[src/rtl/joy_tap_pkg.sv]
package joy_tap_pkg;

  localparam int SW_W  = 8;
  localparam int NIB_W = 4;

  typedef enum logic [1:0] {
    SRC_ZERO = 2'd0,
    SRC_ONES = 2'd1,
    SRC_PAD  = 2'd2
  } nib_src_e;

  // Per-pad switch byte: [3:0] direction group, [7:4] button group.
  // Output is active low.
  function automatic logic [NIB_W-1:0] pad_nibble(input logic [SW_W-1:0] sw,
                                                  input logic            dir_grp);
    logic [NIB_W-1:0] grp;
    grp = dir_grp ? sw[NIB_W-1:0] : sw[SW_W-1:NIB_W];
    return ~grp;
  endfunction

  // Saturating step of the port index.
  function automatic int unsigned index_step(input int unsigned cur,
                                             input int unsigned last);
    return (cur >= last) ? last : cur + 1;
  endfunction

endpackage

[src/rtl/joy_edge_det.sv]
module joy_edge_det #(
  parameter int          W       = 2,
  parameter logic [W-1:0] RST_LVL = '1
) (
  input  logic         clk,
  input  logic         rst_n,
  input  logic [W-1:0] lvl_i,
  output logic [W-1:0] lvl_q_o,
  output logic [W-1:0] rise_o
);

  logic [W-1:0] lvl_q;

  // Reset level is high so lines already high out of reset give no edge.
  always_ff @(posedge clk or negedge rst_n) begin
    if (!rst_n) lvl_q <= RST_LVL;
    else        lvl_q <= lvl_i;
  end

  for (genvar g = 0; g < W; g++) begin : g_rise
    assign rise_o[g] = lvl_i[g] & ~lvl_q[g];
  end

  assign lvl_q_o = lvl_q;

endmodule

[src/rtl/joy_port_ctr.sv]
module joy_port_ctr #(
  parameter int NUM_PADS = 5,
  parameter int CNT_W    = $clog2(NUM_PADS + 1)
) (
  input  logic             clk,
  input  logic             rst_n,
  input  logic             sel_i,
  input  logic             clr_i,
  input  logic             sel_rise_i,
  input  logic             clr_rise_i,
  output logic [CNT_W-1:0] idx_o,
  output logic             exhausted_o,
  output logic             window_o,
  output logic             start_evt_o,
  output logic             adv_evt_o
);

  localparam logic [CNT_W-1:0] IDX_EXH = CNT_W'(NUM_PADS);

  logic [CNT_W-1:0] idx_q, idx_d;
  logic             win_q, win_d;
  logic             start_evt, adv_evt;

  assign start_evt = clr_rise_i & sel_i;
  assign adv_evt   = sel_rise_i & ~clr_i;

  always_comb begin
    idx_d = idx_q;
    if (start_evt)    idx_d = '0;
    else if (adv_evt) idx_d = CNT_W'(joy_tap_pkg::index_step(int'(idx_q), NUM_PADS));
  end

  always_comb begin
    win_d = win_q;
    if (start_evt)   win_d = 1'b1;
    else if (!clr_i) win_d = 1'b0;
  end

  always_ff @(posedge clk or negedge rst_n) begin
    if (!rst_n) begin
      idx_q <= IDX_EXH;
      win_q <= 1'b0;
    end else begin
      idx_q <= idx_d;
      win_q <= win_d;
    end
  end

  assign idx_o       = idx_q;
  assign exhausted_o = (idx_q == IDX_EXH);
  assign window_o    = win_q;
  assign start_evt_o = start_evt;
  assign adv_evt_o   = adv_evt;

  AST_IDX_BOUND: assert property (@(posedge clk) disable iff (!rst_n)
    idx_q <= IDX_EXH);
  AST_START_FIRST: assert property (@(posedge clk) disable iff (!rst_n)
    start_evt |=> idx_q == '0);
  AST_ADV_STEP: assert property (@(posedge clk) disable iff (!rst_n)
    (adv_evt && !start_evt && idx_q != IDX_EXH) |=> idx_q == $past(idx_q) + 1'b1);
  AST_EXH_HOLD: assert property (@(posedge clk) disable iff (!rst_n)
    (idx_q == IDX_EXH && !start_evt) |=> idx_q == IDX_EXH);
  AST_CLR_NO_ADV: assert property (@(posedge clk) disable iff (!rst_n)
    (clr_i && !start_evt) |=> $stable(idx_q));
  AST_WIN_CLOSE: assert property (@(posedge clk) disable iff (!rst_n)
    !clr_i |=> !win_q);

endmodule

[src/rtl/joy_nib_sel.sv]
module joy_nib_sel #(
  parameter int NUM_PADS = 5,
  parameter int CNT_W    = $clog2(NUM_PADS + 1),
  parameter int SW_W     = joy_tap_pkg::SW_W,
  parameter int NIB_W    = joy_tap_pkg::NIB_W
) (
  input  logic                     clk,
  input  logic                     rst_n,
  input  logic [NUM_PADS*SW_W-1:0] pad_sw_i,
  input  logic [NUM_PADS-1:0]      pad_present_i,
  input  logic [CNT_W-1:0]         idx_i,
  input  logic                     exhausted_i,
  input  logic                     window_i,
  input  logic                     sel_i,
  input  logic                     clr_i,
  output logic [NIB_W-1:0]         nib_o,
  output joy_tap_pkg::nib_src_e    src_o
);
  import joy_tap_pkg::*;

  logic [NIB_W-1:0] pad_nib [NUM_PADS];
  logic [NIB_W-1:0] sel_nib;
  logic             sel_present;
  logic             clr_block;

  for (genvar p = 0; p < NUM_PADS; p++) begin : g_pad
    assign pad_nib[p] = pad_nibble(pad_sw_i[p*SW_W +: SW_W], sel_i);
  end

  always_comb begin
    sel_nib     = '0;
    sel_present = 1'b0;
    for (int p = 0; p < NUM_PADS; p++) begin
      if (idx_i == CNT_W'(p)) begin
        sel_nib     = pad_nib[p];
        sel_present = pad_present_i[p];
      end
    end
  end

  assign clr_block = clr_i & ~window_i;

  always_comb begin
    if (clr_block || exhausted_i) src_o = SRC_ZERO;
    else if (!sel_present)        src_o = SRC_ONES;
    else                          src_o = SRC_PAD;
  end

  always_comb begin
    case (src_o)
      SRC_ONES: nib_o = '1;
      SRC_PAD:  nib_o = sel_nib;
      default:  nib_o = '0;
    endcase
  end

  AST_CLR_ZERO: assert property (@(posedge clk) disable iff (!rst_n)
    (clr_i && !window_i) |-> nib_o == '0);
  AST_EXH_ZERO: assert property (@(posedge clk) disable iff (!rst_n)
    exhausted_i |-> nib_o == '0);
  AST_EMPTY_ONES: assert property (@(posedge clk) disable iff (!rst_n)
    (!exhausted_i && !clr_i && !pad_present_i[0] && idx_i == '0) |-> nib_o == '1);

endmodule

[src/rtl/joy_tap_mux.sv]
module joy_tap_mux #(
  parameter int NUM_PADS = 5,
  parameter int SW_W     = joy_tap_pkg::SW_W,
  parameter int NIB_W    = joy_tap_pkg::NIB_W,
  parameter int CNT_W    = $clog2(NUM_PADS + 1)
) (
  input  logic                     clk,
  input  logic                     rst_n,
  input  logic                     sel_i,
  input  logic                     clr_i,
  input  logic [NUM_PADS*SW_W-1:0] pad_sw_i,
  input  logic [NUM_PADS-1:0]      pad_present_i,
  output logic [NIB_W-1:0]         nib_o
);

  logic [1:0]            line_q, line_rise;
  logic                  sel_rise, clr_rise;
  logic [CNT_W-1:0]      idx;
  logic                  exhausted, window, start_evt, adv_evt;
  joy_tap_pkg::nib_src_e nib_src;

  joy_edge_det #(.W(2), .RST_LVL(2'b11)) u_edge (
    .clk    (clk),
    .rst_n  (rst_n),
    .lvl_i  ({clr_i, sel_i}),
    .lvl_q_o(line_q),
    .rise_o (line_rise)
  );

  assign sel_rise = line_rise[0];
  assign clr_rise = line_rise[1];

  joy_port_ctr #(.NUM_PADS(NUM_PADS), .CNT_W(CNT_W)) u_ctr (
    .clk        (clk),
    .rst_n      (rst_n),
    .sel_i      (sel_i),
    .clr_i      (clr_i),
    .sel_rise_i (sel_rise),
    .clr_rise_i (clr_rise),
    .idx_o      (idx),
    .exhausted_o(exhausted),
    .window_o   (window),
    .start_evt_o(start_evt),
    .adv_evt_o  (adv_evt)
  );

  joy_nib_sel #(.NUM_PADS(NUM_PADS), .CNT_W(CNT_W), .SW_W(SW_W), .NIB_W(NIB_W)) u_nib (
    .clk          (clk),
    .rst_n        (rst_n),
    .pad_sw_i     (pad_sw_i),
    .pad_present_i(pad_present_i),
    .idx_i        (idx),
    .exhausted_i  (exhausted),
    .window_i     (window),
    .sel_i        (sel_i),
    .clr_i        (clr_i),
    .nib_o        (nib_o),
    .src_o        (nib_src)
  );

  AST_START_NEEDS_SEL: assert property (@(posedge clk) disable iff (!rst_n)
    start_evt |-> (sel_i && clr_i && !line_q[1]));
  AST_ADV_EXCLUSIVE: assert property (@(posedge clk) disable iff (!rst_n)
    !(start_evt && adv_evt));
  AST_WIN_SHOWS_PAD: assert property (@(posedge clk) disable iff (!rst_n)
    (window && clr_i && !exhausted && pad_present_i[0] && idx == '0)
      |-> nib_src == joy_tap_pkg::SRC_PAD);

endmodule

[config.mk]
export PLATFORM = sky130hd
export DESIGN_NAME = joy_tap_mux
export DESIGN_NICKNAME = d
export VERILOG_FILES = /design/src/rtl/joy_tap_pkg.sv /design/src/rtl/joy_edge_det.sv /design/src/rtl/joy_port_ctr.sv /design/src/rtl/joy_nib_sel.sv /design/src/rtl/joy_tap_mux.sv
export SDC_FILE = /design/constraint.sdc
export NUM_CORES = 1
export LEC_CHECK = 0
export BUFFER_PORTS_ARGS = -buffer_cell sky130_fd_sc_hd__buf_4
export CAP_MARGIN = 20
export CORE_MARGIN = 2
export CORE_UTILIZATION = 38
export DETAILED_ROUTE_END_ITERATION = 12
export PLACE_DENSITY = 0.73
export REMOVE_ABC_BUFFERS = 1
export SYNTH_ARGS = -nofsm -noshare
export SYNTH_HDL_FRONTEND = slang
export SYNTH_SLANG_ARGS = --single-unit
[constraint.sdc]
create_clock -name clk -period 2.2 [get_ports clk]
set_clock_uncertainty 0.15 [all_clocks]
set_input_delay 0.44 -clock clk [delete_from_list [all_inputs] [get_ports clk]]
set_output_delay 0.44 -clock clk [all_outputs]
set_load 0.05 [all_outputs]
==> flow_summary.yaml <==
timing:
  fmax_ghz: 0.3791
  slew_headroom_pct: 77.20
  tightest_slew_ns: 0.3393
  rsz0062_at_grt: "true"
  hold_violations: 0
  finalCritPeriodShare_pct: 119.9
  layout_setup_ws_ns: -0.4375
  maxSlewViolCount: 0
  period_minus_slack_ns: 2.638
  setup_viol: 4
worst_setup_path:
  critPathMaxStageDelay_ns: 0.40
  cpMaxStageDelayCell: "or3b_4"
  crit_chain: "inv_2 -> ha_4 -> or3b_4 -> o22a_1 -> o211a_1 -> o31ai_2 -> buf_6"
  cp_top_family: "compound AO/OA/AOI/OAI gates"
  start_kind: "flop"
  critical_path_class: "flop to primary output"
  worstPathArrival_ns: 2.05
  critPathBufInv: 2
  required_ns: 1.61
  endpoint_kind: "primary output"
  worst-path-max-fanout: 4
place:
  dp_hpwl_um: 2014
  placed_area_sq_mm: 0.001340
  place_inst: 183
  port_buffers: 52
  dpl_worst_slack_ns: -0.3344
  gp_congestion: 0.7539
synth:
  synthArstFlopShare_pct: 100.0
  ys_warn_count: 0
  synthCells: 91
  ys.flop_type: "dfstp_2"
  ys_seq_area_share_pct: 18.96
  synth_cell_type_count: 34
  synth_edf_count: 0
  ys_ff_latch: 6
  avgSynthCellArea_sq_um: 8.992
  synth_area_sq_um: 818.3
clock_network:
  clk_pin_slew_ns: 0.04
  cts_buffers: 3
  cts_max_level: 1
  cts_tree: "built"
  clk_latency_ns: 0.24
  cts_buffer_depth: 2
  clock_sinks: 6
  root_buffer: "clkbuf_4"
floorplanning:
  dieHeight_um: 50.41
  core_sq_mm: 0.002002
  die_w_um: 50.41
  rows: 16
  io_pins: 53
  start_util_pct: 40.88
  die_area_sq_mm: 0.002541
drt:
  drtIter0Drc: 11
  wl_per_cell_um: 12.94
  via_count: 964
  drc: 0
  routed_wl_um: 2445
  ant_nets: 0
  via_per_inst: 5.101
  first_pass_iters: 4
final_layout:
  layout.nets: 218
  drive_above_1_share_pct: 66.67
  area_delta_synth_final_pct: 79.66
  fin_util_pct: 73.44
  fin_area_sq_mm: 0.001470
  final.fill_count: 164
  final_cells: 189
  diodes: 0
pwr:
  clock_power_share_pct: 10.2
  p_int_uw: 557.4
  comb_power_share_pct: 74.2
  p_per_area_mw_per_mm2: 648.8
  swShare_pct: 41.57
  seq_power_share_pct: 15.5
  leakagePower_uw: 0.0007145
  ir_drop_mv: 0.5406
  p_switching_uw: 396.5
global_route:
  antenna_found_initial: 0
  grt_pass1_vias: 935
  grtUsageTotal_pct: 21.00
  grt_pass1_wl_um: 4050
  gr-total-overflow: 0
  grt_max_degree: 13
run:
  cap_violations: 0
outcome:
  violations: "setup timing"
  status: "finished, violations left"
worst_hold_path:
  hold_path_class: "input port to flop"
[synthesized netlist by cell type, drive strengths merged (2+ instances only)]
master	count	area share, %
mux2i	5	6.1
buf	4	4.0
a22oi	5	4.6
a21oi	4	2.4
ha	5	7.6
o21a	3	2.8
nor2b	2	1.5
inv	4	1.8
nand3	3	1.8
nor2	3	1.4
o22ai	3	2.3
mux2	15	21
dfrtp	2	6.1
o211ai	4	3.7
nand2	8	3.7
a21o	2	2.0
dfstp	4	13
[placed cells by master, fill, tap and decap left out, types with 2 or more instances in the layout]
cell,count
a22oi_1,5
nand3_2,3
nor2b_1,2
mux2i_1,5
o211ai_1,4
o22ai_1,2
mux2_2,15
nor2_1,2
a21oi_1,4
clkbuf_4,3
dfstp_2,4
dfrtp_1,2
inv_2,2
ha_4,3
buf_6,3
nand2_1,8
inv_1,2
buf_4,68
o21a_1,3
[power by group through the flow]
stage	Clock [uW]	Sequential, uW	Combinational, uW
finish	97.6	148	708
global route	113	151	761
CTS	105	148	693
detailed placement	0	147	615
global placement	0	146	605
floorplan	0	152	347
[final cells by class]
class | count | area, sq um | share of cell area [%]
Multi-Input combinational cell | 76 | 674.4 | 45.87
Timing Repair Buffer | 73 | 569.3 | 38.72
Sequential cell | 6 | 155.1 | 10.55
Tap cell | 27 | 33.78 | 2.298
Clock buffer | 3 | 22.52 | 1.532
Inverter | 4 | 15.01 | 1.021
[stage by stage]
step	TNS [ns]	total power (uW)	hold slack [ns]
3_3_place_gp	-0.8207	750.3	0.09686
3_5_place_dp	-0.9885	762.2	0.09995
5_1_grt	-1.950	1025	0.1722
6_report	-1.589	953.9	0.1828
4_1_cts	-1.650	945.4	0.1757
2_1_floorplan	-1.694	499.0	-0.005591
[routing by layer]
| metal | track usage [%] | part of all wire [%] | vias up |
|---|---|---|---|
| met5 | 0 | 0 | - |
| met2 | 39.91 | 50 | 43 |
| met1 | 21.69 | 39 | 430 |
| met4 | 8.108 | 1.4 | 0 |
| met3 | 5.357 | 10 | 4 |
| li1 | - | - | 487 |
[what timing repair did]
| item | in CTS | in global routing |
|---|---|---|
| pin swaps | 4 | 1 |
| hold buffers | 1 | 0 |
| endpoints found under the setup margin | 4 | 4 |
| endpoints found under the hold margin | 2 | 0 |
| setup buffers | 2 | 0 |
| resized for setup | 16 | 3 |
[state kept, by name, indices dropped and copies added (netlist names)]
signal and cells:
u_ctr.idx_o 3, u_ctr.window_o 1, u_edge.lvl_q_o 2
[worst paths after layout]
check,startpoint,to,slack [ns],cells past startpoint
setup reg to reg,u_ctr.idx_o[1]$_DFFE_PN0P_,u_ctr.idx_o[1]$_DFFE_PN0P_,0.50,6
setup / recovery,u_ctr.idx_o[1]$_DFFE_PN0P_,nib_o[2],-0.44,7
hold reg to reg,u_ctr.window_o$_DFFE_PN0P_,u_ctr.window_o$_DFFE_PN0P_,0.33,1
min in group asynchronous,rst_n,u_ctr.idx_o[1]$_DFFE_PN0P_,0.38,2
max in group asynchronous,rst_n,u_edge.lvl_q_o[0]$_DFF_PN1_,1.31,2
hold / removal,clr_i,u_edge.lvl_q_o[1]$_DFF_PN1_,0.18,1
[cell families (layout without fill, tap and decap cells)]
kind of cell | Yosys count | after routing | share of synthesized area, %
compound gates | 27 | 27 | 24.77
fa+ha+maj | 5 | 5 | 7.645
flops | 6 | 6 | 18.96
mux | 20 | 20 | 26.76
buf+inv | 9 | 80 | 6.421
simple gates | 24 | 24 | 15.44
(Power assumes the default switching activity.)
